==> src/rtl/sdr_seq_pkg.sv <==
package sdr_seq_pkg;

   // memory command code: {cs_n, ras_n, cas_n, we_n}
   typedef enum logic [3:0] {
      CMD_LMR = 4'b0000,
      CMD_REF = 4'b0001,
      CMD_PRE = 4'b0010,
      CMD_ACT = 4'b0011,
      CMD_WR  = 4'b0100,
      CMD_RD  = 4'b0101,
      CMD_NOP = 4'b0111
   } sdr_cmd_e;

   typedef enum logic [3:0] {
      ST_POWER,
      ST_HOLD,
      ST_PALL,
      ST_INIT_REF,
      ST_MODE,
      ST_ARM,
      ST_IDLE,
      ST_XFER
   } seq_state_e;

   // mode word: single-word bursts, sequential order, given CAS latency,
   // standard mode, write bursts limited to one location when single_wr
   function automatic logic [11:0] mode_word(input int cas_lat, input bit single_wr);
      logic [11:0] w;
      w      = '0;
      w[6:4] = cas_lat[2:0];
      w[9]   = single_wr;
      return w;
   endfunction

endpackage

==> src/rtl/sdr_refresh_timer.sv <==
module sdr_refresh_timer #(
   parameter int RELOAD = 1386
) (
   input  logic clk,
   input  logic rst_n,
   input  logic arm,
   input  logic ack,
   output logic pend
);

   localparam int CNT_W = $clog2(RELOAD);

   logic             armed;
   logic [CNT_W-1:0] cnt;
   logic             tick;

   assign tick = armed && (cnt == '0);

   always_ff @(posedge clk) begin
      if (!rst_n) begin
         armed <= 1'b0;
         cnt   <= '0;
         pend  <= 1'b0;
      end else begin
         if (arm) begin
            armed <= 1'b1;
            cnt   <= CNT_W'(RELOAD - 1);
         end else if (armed) begin
            if (cnt == '0) cnt <= CNT_W'(RELOAD - 1);
            else           cnt <= cnt - CNT_W'(1);
         end
         if (tick)     pend <= 1'b1;
         else if (ack) pend <= 1'b0;
      end
   end

   // a new interval must never expire while the previous one is still owed
   assert_no_lost_refresh_R4 : assert property (@(posedge clk) disable iff (!rst_n)
      tick |-> !pend);
   assert_ack_when_due_R4 : assert property (@(posedge clk) disable iff (!rst_n)
      ack |-> pend);

endmodule

==> src/rtl/sdr_read_capture.sv <==
module sdr_read_capture #(
   parameter int DATA_W  = 16,
   parameter int CAS_LAT = 2
) (
   input  logic              clk,
   input  logic              rst_n,
   input  logic              rd_cmd,
   input  logic [DATA_W-1:0] dq_in,
   output logic              rvalid,
   output logic [DATA_W-1:0] rdata
);

   logic take;

   generate
      if (CAS_LAT == 1) begin : g_lat_one
         logic stage;
         always_ff @(posedge clk) begin
            if (!rst_n) stage <= 1'b0;
            else        stage <= rd_cmd;
         end
         assign take = stage;
      end else begin : g_lat_chain
         logic [CAS_LAT-1:0] stage;
         always_ff @(posedge clk) begin
            if (!rst_n) stage <= '0;
            else        stage <= {stage[CAS_LAT-2:0], rd_cmd};
         end
         assign take = stage[CAS_LAT-1];
      end
   endgenerate

   always_ff @(posedge clk) begin
      if (!rst_n) begin
         rvalid <= 1'b0;
         rdata  <= '0;
      end else begin
         rvalid <= take;
         if (take) rdata <= dq_in;
      end
   end

   assert_rvalid_single_R7 : assert property (@(posedge clk) disable iff (!rst_n)
      rvalid |=> !rvalid);

endmodule

==> src/rtl/sdr_cmd_fsm.sv <==
module sdr_cmd_fsm
   import sdr_seq_pkg::*;
#(
   parameter int BANK_W    = 2,
   parameter int ROW_W     = 12,
   parameter int COL_W     = 8,
   parameter int DATA_W    = 16,
   parameter int CAS_LAT   = 2,
   parameter int INIT_WAIT = 9000000,
   parameter int INIT_REFS = 4,
   parameter int T_RCD     = 2,
   parameter int T_RP      = 2,
   parameter int T_WR      = 2,
   parameter int T_RC      = 2,
   localparam int BE_W     = DATA_W / 8,
   localparam int HADDR_W  = BANK_W + ROW_W + COL_W
) (
   input  logic               clk,
   input  logic               rst_n,
   input  logic               host_req,
   input  logic               host_we,
   input  logic [HADDR_W-1:0] host_addr,
   input  logic [BE_W-1:0]    host_be,
   input  logic [DATA_W-1:0]  host_wdata,
   output logic               host_ready,
   input  logic               ref_pend,
   output logic               ref_ack,
   output logic               ref_arm,
   output logic               cke,
   output sdr_cmd_e           cmd,
   output logic [BANK_W-1:0]  ba,
   output logic [ROW_W-1:0]   a,
   output logic [BE_W-1:0]    dqm,
   output logic [DATA_W-1:0]  dq_out,
   output logic               dq_oe
);

   localparam int SPAN   = INIT_WAIT + T_WR + T_RP + CAS_LAT + T_RC + T_RCD + 2;
   localparam int WAIT_W = $clog2(SPAN);
   localparam int NREF_W = $clog2(INIT_REFS + 1);

   localparam logic [WAIT_W-1:0] LD_INIT = WAIT_W'(INIT_WAIT - 1);
   localparam logic [WAIT_W-1:0] LD_RC   = WAIT_W'(T_RC - 1);
   localparam logic [WAIT_W-1:0] LD_RCD  = WAIT_W'(T_RCD - 1);
   localparam logic [WAIT_W-1:0] LD_WR   = WAIT_W'(T_WR + T_RP - 1);
   localparam logic [WAIT_W-1:0] LD_RD   = WAIT_W'(CAS_LAT + T_RP - 1);

   localparam logic [ROW_W-1:0] AP_BIT = ROW_W'(1) << 10;
   localparam logic [ROW_W-1:0] MODE   = ROW_W'(mode_word(CAS_LAT, 1'b1));

   seq_state_e         state, ret;
   logic [WAIT_W-1:0]  cnt;
   logic [NREF_W-1:0]  nref;
   logic               lat_we;
   logic [BANK_W-1:0]  lat_bank;
   logic [COL_W-1:0]   lat_col;
   logic [BE_W-1:0]    lat_be;
   logic [DATA_W-1:0]  lat_wdata;

   assign host_ready = (state == ST_IDLE) && !ref_pend;
   assign ref_ack    = (state == ST_IDLE) && ref_pend;
   assign ref_arm    = (state == ST_ARM);

   always_ff @(posedge clk) begin
      if (!rst_n) begin
         state     <= ST_POWER;
         ret       <= ST_POWER;
         cnt       <= '0;
         nref      <= '0;
         cke       <= 1'b0;
         cmd       <= CMD_NOP;
         ba        <= '0;
         a         <= '0;
         dqm       <= '0;
         dq_out    <= '0;
         dq_oe     <= 1'b0;
         lat_we    <= 1'b0;
         lat_bank  <= '0;
         lat_col   <= '0;
         lat_be    <= '0;
         lat_wdata <= '0;
      end else begin
         cmd   <= CMD_NOP;
         dq_oe <= 1'b0;
         dqm   <= '0;
         unique case (state)
            ST_POWER: begin
               cke   <= 1'b1;
               cnt   <= LD_INIT;
               ret   <= ST_PALL;
               state <= ST_HOLD;
            end
            ST_HOLD: begin
               if (cnt == '0) state <= ret;
               else           cnt   <= cnt - WAIT_W'(1);
            end
            ST_PALL: begin
               cmd   <= CMD_PRE;
               ba    <= '0;
               a     <= AP_BIT;
               nref  <= '0;
               cnt   <= LD_INIT;
               ret   <= ST_INIT_REF;
               state <= ST_HOLD;
            end
            ST_INIT_REF: begin
               cmd   <= CMD_REF;
               nref  <= nref + NREF_W'(1);
               state <= ST_HOLD;
               if (nref == NREF_W'(INIT_REFS - 1)) begin
                  cnt <= LD_INIT;
                  ret <= ST_MODE;
               end else begin
                  cnt <= LD_RC;
                  ret <= ST_INIT_REF;
               end
            end
            ST_MODE: begin
               cmd   <= CMD_LMR;
               ba    <= '0;
               a     <= MODE;
               cnt   <= LD_INIT;
               ret   <= ST_ARM;
               state <= ST_HOLD;
            end
            ST_ARM: state <= ST_IDLE;
            ST_IDLE: begin
               if (ref_pend) begin
                  cmd   <= CMD_REF;
                  cnt   <= LD_RC;
                  ret   <= ST_IDLE;
                  state <= ST_HOLD;
               end else if (host_req) begin
                  lat_we    <= host_we;
                  lat_bank  <= host_addr[HADDR_W-1 -: BANK_W];
                  lat_col   <= host_addr[COL_W-1:0];
                  lat_be    <= host_be;
                  lat_wdata <= host_wdata;
                  cmd       <= CMD_ACT;
                  ba        <= host_addr[HADDR_W-1 -: BANK_W];
                  a         <= host_addr[COL_W +: ROW_W];
                  cnt       <= LD_RCD;
                  ret       <= ST_XFER;
                  state     <= ST_HOLD;
               end
            end
            ST_XFER: begin
               ba    <= lat_bank;
               a     <= ROW_W'(lat_col) | AP_BIT;
               ret   <= ST_IDLE;
               state <= ST_HOLD;
               if (lat_we) begin
                  cmd    <= CMD_WR;
                  dq_out <= lat_wdata;
                  dq_oe  <= 1'b1;
                  dqm    <= ~lat_be;
                  cnt    <= LD_WR;
               end else begin
                  cmd <= CMD_RD;
                  cnt <= LD_RD;
               end
            end
            default: state <= ST_POWER;
         endcase
      end
   end

   assert_cke_stays_R1 : assert property (@(posedge clk) disable iff (!rst_n)
      cke |=> cke);
   assert_auto_precharge_R5 : assert property (@(posedge clk) disable iff (!rst_n)
      (cmd == CMD_RD || cmd == CMD_WR) |-> a[10]);
   assert_mode_word_R3 : assert property (@(posedge clk) disable iff (!rst_n)
      (cmd == CMD_LMR) |-> (a == ROW_W'(12'h220) && ba == '0));
   assert_write_recovery_R9 : assert property (@(posedge clk) disable iff (!rst_n)
      (cmd == CMD_WR) |=> (cmd == CMD_NOP));

endmodule

==> src/rtl/sdr_word_ctrl.sv <==
module sdr_word_ctrl
   import sdr_seq_pkg::*;
#(
   parameter int DATA_W         = 16,
   parameter int BANK_W         = 2,
   parameter int ROW_W          = 12,
   parameter int COL_W          = 8,
   parameter int CAS_LAT        = 2,
   parameter int INIT_WAIT      = 9000000,
   parameter int INIT_REFS      = 4,
   parameter int REFRESH_RELOAD = 1386,
   parameter int T_MRD          = 2,
   parameter int T_RCD          = 2,
   parameter int T_RP           = 2,
   parameter int T_WR           = 2,
   parameter int T_RC           = 2,
   localparam int BE_W          = DATA_W / 8,
   localparam int HADDR_W       = BANK_W + ROW_W + COL_W
) (
   input  logic               clk,
   input  logic               rst_n,
   input  logic               host_req,
   input  logic               host_we,
   input  logic [HADDR_W-1:0] host_addr,
   input  logic [BE_W-1:0]    host_be,
   input  logic [DATA_W-1:0]  host_wdata,
   output logic               host_ready,
   output logic               host_rvalid,
   output logic [DATA_W-1:0]  host_rdata,
   output logic               mem_cke,
   output logic               mem_cs_n,
   output logic               mem_ras_n,
   output logic               mem_cas_n,
   output logic               mem_we_n,
   output logic [BANK_W-1:0]  mem_ba,
   output logic [ROW_W-1:0]   mem_a,
   output logic [BE_W-1:0]    mem_dqm,
   input  logic [DATA_W-1:0]  mem_dq_in,
   output logic [DATA_W-1:0]  mem_dq_out,
   output logic               mem_dq_oe
);

   generate
      if (ROW_W < 11 || COL_W > 10) begin : g_bad_geometry
         $error("row bus must reach A10 and columns must sit below it");
      end
      if (DATA_W % 8 != 0) begin : g_bad_width
         $error("data width must be whole bytes");
      end
      if (CAS_LAT < 1 || CAS_LAT > 3) begin : g_bad_cl
         $error("CAS latency must be 1 to 3");
      end
      if (T_RCD < 1 || T_RP < 1 || T_WR < 1 || T_RC < 1) begin : g_bad_timing
         $error("every timing must be at least one clock");
      end
      if (INIT_WAIT < T_MRD || INIT_WAIT < 1 || INIT_REFS < 1) begin : g_bad_init
         $error("power-up settle must cover the mode load delay");
      end
      if (REFRESH_RELOAD < 32) begin : g_bad_refresh
         $error("refresh interval too short to fit an access");
      end
   endgenerate

   sdr_cmd_e cmd;
   logic     ref_pend, ref_ack, ref_arm;

   sdr_cmd_fsm #(
      .BANK_W(BANK_W), .ROW_W(ROW_W), .COL_W(COL_W), .DATA_W(DATA_W),
      .CAS_LAT(CAS_LAT), .INIT_WAIT(INIT_WAIT), .INIT_REFS(INIT_REFS),
      .T_RCD(T_RCD), .T_RP(T_RP), .T_WR(T_WR), .T_RC(T_RC)
   ) i_fsm (
      .clk(clk), .rst_n(rst_n),
      .host_req(host_req), .host_we(host_we), .host_addr(host_addr),
      .host_be(host_be), .host_wdata(host_wdata), .host_ready(host_ready),
      .ref_pend(ref_pend), .ref_ack(ref_ack), .ref_arm(ref_arm),
      .cke(mem_cke), .cmd(cmd), .ba(mem_ba), .a(mem_a), .dqm(mem_dqm),
      .dq_out(mem_dq_out), .dq_oe(mem_dq_oe)
   );

   sdr_refresh_timer #(.RELOAD(REFRESH_RELOAD)) i_refresh (
      .clk(clk), .rst_n(rst_n), .arm(ref_arm), .ack(ref_ack), .pend(ref_pend)
   );

   sdr_read_capture #(.DATA_W(DATA_W), .CAS_LAT(CAS_LAT)) i_capture (
      .clk(clk), .rst_n(rst_n), .rd_cmd(cmd == CMD_RD), .dq_in(mem_dq_in),
      .rvalid(host_rvalid), .rdata(host_rdata)
   );

   assign {mem_cs_n, mem_ras_n, mem_cas_n, mem_we_n} = cmd;

   assert_oe_with_write_R6 : assert property (@(posedge clk) disable iff (!rst_n)
      mem_dq_oe |-> ({mem_cs_n, mem_ras_n, mem_cas_n, mem_we_n} == 4'b0100));
   assert_quiet_when_ready_R8 : assert property (@(posedge clk) disable iff (!rst_n)
      host_ready |-> ({mem_cs_n, mem_ras_n, mem_cas_n, mem_we_n} == 4'b0111 && !mem_dq_oe));

endmodule

==> config.mk <==
export PLATFORM = sky130hd
export DESIGN_NAME = sdr_word_ctrl
export DESIGN_NICKNAME = d
export VERILOG_FILES = /design/src/rtl/sdr_seq_pkg.sv /design/src/rtl/sdr_refresh_timer.sv /design/src/rtl/sdr_read_capture.sv /design/src/rtl/sdr_cmd_fsm.sv /design/src/rtl/sdr_word_ctrl.sv
export SDC_FILE = /design/constraint.sdc
export NUM_CORES = 1
export LEC_CHECK = 0
export BUFFER_PORTS_ARGS = -buffer_cell sky130_fd_sc_hd__buf_2
export CAP_MARGIN = 20
export CORE_UTILIZATION = 35
export DETAILED_ROUTE_END_ITERATION = 8
export PLACE_DENSITY = 0.62
export RECOVER_POWER = 25
export SYNTH_ARGS = -nofsm -noshare
export SYNTH_HDL_FRONTEND = slang
export SYNTH_HIERARCHICAL = 1
export SYNTH_SLANG_ARGS = --single-unit
==> constraint.sdc <==
create_clock -name clk -period 2.4 [get_ports clk]
set_input_delay 0.12 -clock clk [delete_from_list [all_inputs] [get_ports clk]]
set_output_delay 0.12 -clock clk [all_outputs]
set_load 0.01 [all_outputs]
**Word level (Yosys, flattened, before mapping)**

Index checks and enable logic that the tools add are counted.

- Input port bits: 60
- Register bits after elaboration: 134

- Bitwise logic cells: 3
- $add $sub $neg: 3
- Reduce and logical (&&, ||, !) cells: 27
- Multiplexer cells: 30
- Equality and inequality tests: 14

Operators by type and width:

| kind | number |
|---|---|
| $pmux W24 S5 | 1 |
| $mux W24 | 4 |
| $pmux W12 S4 | 1 |
| $mux W11 | 3 |
| $logic_not A24 Y1 | 1 |
| $mux W12 | 2 |
| $mux W4 | 6 |
| $pmux W4 S6 | 1 |
| $sub A24 B1 Y24 const B | 1 |
| $eq A4 B3 Y1 const B | 5 |
| $pmux W4 S5 | 1 |
| $pmux W4 S4 | 1 |
| $reduce_and A3 Y1 | 5 |
| $logic_not A11 Y1 | 1 |
| $sub A11 B1 Y11 const B | 1 |
| $eq A4 B2 Y1 const B | 2 |
| $reduce_and A2 Y1 | 4 |
| $mux W3 | 2 |
| $ne A2 B2 Y1 const B | 3 |
| $pmux W2 S3 | 1 |
| $pmux W3 S2 | 1 |
| $reduce_bool A2 Y1 | 3 |
| $reduce_bool A6 Y1 | 1 |
| $reduce_bool A5 Y1 | 1 |
| other kinds (17) | 25 |

**Depth between registers and ports, before layout**

- Depth in word-level cells: 4
- Depth in mapped cells: 8

**Hierarchy**

Netlist, hierarchy kept.

Modules (own cells, without submodules):

| module | seq. area each (µm²) | area an instance (µm²) | times used | cells an instance |
|---|---|---|---|---|
| sdr_cmd_fsm | 1981.9 | 4362.9 | 1 | 539 |
| sdr_read_capture | 380.4 | 695.7 | 1 | 57 |
| sdr_refresh_timer | 260.2 | 620.6 | 1 | 70 |
| sdr_word_ctrl | 0.0 | 12.5 | 1 | 1 |

**Worst setup path before layout**

OpenSTA, ideal clock, no wires.

- Path type: register to register
- Start: register i_fsm.state[0]
- End: register i_refresh.cnt[3]
- Cell stages (with the launch flop): 8
- Required time: 2.325 ns
- Clock period less this slack: 2.087 ns
- Arrival time: 2.012 ns
- Library setup time: 0.075 ns
- Setup slack: 0.313 ns
- Cell sequence: dfxtp_1 > clkbuf_1 > nand2b_1 > clkbuf_1 > nor2_1 > nor2_1 > or4_2 > a31oi_1

- Cells in the longest elaborated chain, start to end: 2
- Elaborated cells on any way between the ends: 3

RTL lines:

| element | line | RTL |
|---|---|---|
| start: declaration | sdr_cmd_fsm.sv:51 | `seq_state_e state, ret;` |
| start signal: assignment | sdr_cmd_fsm.sv:94 | `if (cnt == '0) state <= ret;` |
| $eq A4 B3 Y1 (*) | sdr_cmd_fsm.sv:62 | `assign ref_arm = (state == ST_ARM);` |
| named net ref_arm | sdr_word_ctrl.sv:65 | `logic ref_pend, ref_ack, ref_arm;` |
| $mux W11 / $reduce_bool A2 Y1 (equally long branches) | -- |  |
| end signal: assignment | sdr_refresh_timer.sv:27 | `cnt <= CNT_W'(RELOAD - 1);` |
| end signal: assignment | sdr_refresh_timer.sv:29 | `if (cnt == '0) cnt <= CNT_W'(RELOAD - 1);` |
| end signal: assignment | sdr_refresh_timer.sv:30 | `else cnt <= cnt - CNT_W'(1);` |
| end: declaration | sdr_refresh_timer.sv:14 | `logic [CNT_W-1:0] cnt;` |

Mark *: on every way through the listed nets, which the timed path passes. The rest lies on a longest branch.
A chain may end at the register's enable or synchronous reset.

**Worst setup path after layout**

- Start: register i_fsm.cnt[0]
- End: register i_fsm.cnt[23]

- Cells in the longest elaborated chain, start to end: 3
- Elaborated cells on any way between the ends: 6

RTL lines:

| element | line | RTL |
|---|---|---|
| start: declaration | sdr_cmd_fsm.sv:52 | `logic [WAIT_W-1:0] cnt;` |
| start signal: assignment | sdr_cmd_fsm.sv:95 | `else cnt <= cnt - WAIT_W'(1);` |
| $sub A24 B1 Y24 / $logic_not A24 Y1 (equally long branches) | sdr_cmd_fsm.sv:95, sdr_cmd_fsm.sv:94 |  |
| $mux W24 / $ne A2 B2 Y1 (equally long branches) | -- |  |
| $pmux W24 S5 / $reduce_and A3 Y1 (equally long branches) | -- |  |

Parallel ways exist; a longest one is shown, timed or not. The select of a mux whose other input is x is not followed.

==> flow_metrics.tcl <==
set metrics [dict create \
    crit_required_ps 2670 \
    ctsHoldBuffers 43 \
    maxCapViolCount 0 \
    drtAntennaViolNets 0 \
    first_iter_violations 356 \
    wl_per_cell_um 13.7 \
    yosysSeqAreaShare 0.461 \
    yosysUniqueCellTypes 66 \
    drc 0 \
    num_io_pins 116 \
    setup_viol 0 \
    track_usage 0.174 \
    synthAdderAreaFrac 0.00879 \
    drive_above_1_share 0.205 \
    syn-num-nets 731 \
    cp_slowest_cell "or3b_2" \
    clk_pin_slew_worst_paths_ps 60 \
    fillers 1562 \
    critPathKind "reg -> reg" \
    routed_wl_mm 14.4 \
    yosysMostFrequentCell "dfxtp_1" \
    viasPerCell 5.01 \
    design_area_um2 7520 \
    ys_async_sr_fraction 0 \
    vias 5270 \
    max_freq_ghz 0.458 \
    postCtsSetupBuffers 0 \
    ir_drop_mv 0.509 \
    fp.coreArea_um2 15900 \
    netlist_area_um2 5690 \
    hold_viol 0 \
    finalPower_mw 5.15 \
    slew_violations 0 \
    drtPass1Iterations 4 \
    h-tree-depth 4 \
    synth_area_leaders "dfxtp_1 (46%), nand2_1 (7.9%), a21oi_1 (6.9%)" \
    synth_largest_area_cell "dfxtp_1" \
    fin_crit_sh 0.910 \
    gr-total-overflow 0 \
    clk_latency_ps 410 \
    finalSetupTns_ps 0 \
    outcome "finished clean" \
    slew_headroom 0.155 \
    port_buffers 114 \
    synth_top_family_by_area "simple AND/OR/NAND/NOR gates" \
    arrival_ps 2450 \
    finClkSkew_ps 7.47 \
    grt_use_met2 0.275 \
    syn_inst 667 \
    clk_root_buffer_cell "clkbuf_16" \
    tritoncts.num_buffers 17 \
    worst_slew_pin_slew_ps 1270 \
    dieArea_um2 16800 \
    cts_sinks 131 \
    path_max_fanout 11 \
    muxShareOfSynthArea 0.0596 \
    synth-seq-cells 131 \
    hold_class "in -> reg" \
    die_w_um 130 \
    busiest_layer "met2" \
    ff_latch_area_um2 2620 \
    multi_input_area_um2 2810 \
    path_cells "inv_1, ha_1, or3b_2, nor2_4, a31o_4, and2_1, o32ai_1" \
    max_stage_delay_ps 520 \
    rsz0062_at_grt "no" \
    grt_max_degree 50 \
    rows 46 \
    netlist_top_cells_count "dfxtp_1 (131), nand2_1 (120), a21oi_1 (79)" \
    power.density_nw_per_um2 684 \
    dpl-instance-area_um2 6550 \
    cp_num_buf_inv 1 \
    synth_flop_cell "dfxtp_1" \
    synth_edf_count 0 \
    layout.nets 889 \
    grt_use_met3 0.0528 \
    syn_avg_cell_area_um2 8.53 \
    antenna_found_initial 0 \
    synth_compound_area_frac 0.187 \
    die_y_um 130 \
    start_kind "flip-flop" \
    crit_family "simple AND/OR/NAND/NOR gates" \
    layout_min_cycle_time_ps 2180 \
    synth_top_cell_area_share 0.461 \
    start_util 0.358 \
    place.gp.congestion 0.788 \
    antenna_cells 0 \
    detailed_place_hpwl_mm 9.30 \
    cts_resized 0 \
    yosys_warnings 6 \
    grt_pass1_wl_mm 23.2 \
    cts_tree "done" \
    grtUsageMet1 0.227 \
    grt_pass1_vias 4852 \
    crit_path_end_kind "flip-flop" \
    leakage_nw 2.82 \
    synthToLayoutAreaGrowth_pct 32.2 \
    synthXorXnorAreaFrac 0.00308 \
    clockBufferDepth 2 \
    synth-simple-area-share 0.232 \
]
[report_power, final]
group          internal [mW]  switching, mW  total [mW]
Clock                   1.55          0.947        2.49
Sequential              2.21         0.0290        2.24
Combinational          0.200          0.215       0.416
[cells in the final DEF (no fill, tap or decap), drive strengths merged, types with 8 or more instances in the layout]
| cell type | synthesis | layout |
|---|---|---|
| nand2 | 120 | 120 |
| dlygate4sd3 | 0 | 44 |
| nand3 | 16 | 16 |
| or4 | 10 | 10 |
| clkinv | 2 | 10 |
| nor2 | 45 | 45 |
| o31ai | 9 | 9 |
| o21ai | 10 | 10 |
| nor2b | 18 | 18 |
| a21oi | 80 | 80 |
| dfxtp | 131 | 131 |
| a22oi | 9 | 9 |
| or3 | 14 | 14 |
| buf | 19 | 107 |
| clkbuf | 26 | 51 |
| nor3 | 8 | 8 |
| a31oi | 14 | 14 |
| mux2i | 26 | 26 |
| or2 | 11 | 11 |
| inv | 13 | 14 |
[per-layer routing]
| layer | share of wire | vias to the layer above | wire length (µm) |
|---|---|---|---|
| met2 | 0.44 | 144 | 6390 |
| met3 | 0.059 | 13 | 854 |
| met5 | 0 | - | 0 |
| met1 | 0.49 | 2428 | 7010 |
| met4 | 0.0090 | 0 | 129 |
| li1 | - | 2685 | - |
[path summary, 6_finish.rpt]
kind | from | end | slack (ps) | cells past startpoint
min | mem_dq_in[6] | i_capture/rdata[6]$_SDFFE_PN0P_ | 20 | 3
max reg2reg | i_fsm/cnt[0]$_SDFFE_PN0P_ | i_fsm/cnt[23]$_SDFFE_PN0P_ | 220 | 7
min reg2reg | i_fsm/lat_be[1]$_SDFFE_PN0P_ | i_fsm/dqm[1]$_SDFF_PN0_ | 410 | 1
max | i_fsm/cnt[0]$_SDFFE_PN0P_ | i_fsm/cnt[23]$_SDFFE_PN0P_ | 220 | 7
[worst min-delay path, cell delays in order]
cell and delay [ps]:
buf_2 80, mux2i_1 60, nor2b_1 130
[layout make-up]
cell class              instances  area share
clock buffers                  18      0.0584
clock inverters                12      0.0180
inverters                      15     0.00748
multi-input cells             476       0.374
flip-flops and latches        131       0.349
well taps                     216      0.0359
repair buffers                184       0.158
[registers in the layout (all words and copies together), names as in the netlist, 2 cells and up]
name,count
i_fsm/cnt,24
i_fsm/lat_wdata,16
i_capture/g_lat_chain.stage,2
i_fsm/cmd,3
i_capture/rdata,16
i_fsm/state,3
i_fsm/a,12
i_fsm/lat_bank,2
i_fsm/ret,3
i_fsm/nref,3
i_fsm/dqm,2
i_fsm/ba,2
i_fsm/lat_be,2
i_fsm/lat_col,8
i_fsm/dq_out,16
i_refresh/cnt,11
[metrics by stage]
| step | hold slack, ps | setup slack, ps | utilization | std cells |
|---|---|---|---|---|
| 2_1_floorplan | 248 | 313 | - | 667 |
| 3_3_place_gp | 364 | 251 | 0.412 | 978 |
| 3_5_place_dp | 367 | 236 | 0.412 | 978 |
| 4_1_cts | 8.65 | 219 | 0.476 | 1051 |
| 5_1_grt | 19.0 | 111 | 0.474 | 1052 |
| 6_report | 21.2 | 217 | 0.474 | 1052 |
[logic make-up (layout without fill, tap and decap cells)]
group,after synthesis,in the layout
flip-flops,131,131
buffers and inverters,60,229
multiplexers,33,33
AND/OR/NAND/NOR,271,271
adder cells (fa/ha/maj),4,4
XOR/XNOR,2,2
other,1,1
AO/OA/AOI/OAI,165,165
Power figures use the tool's default switching activity.
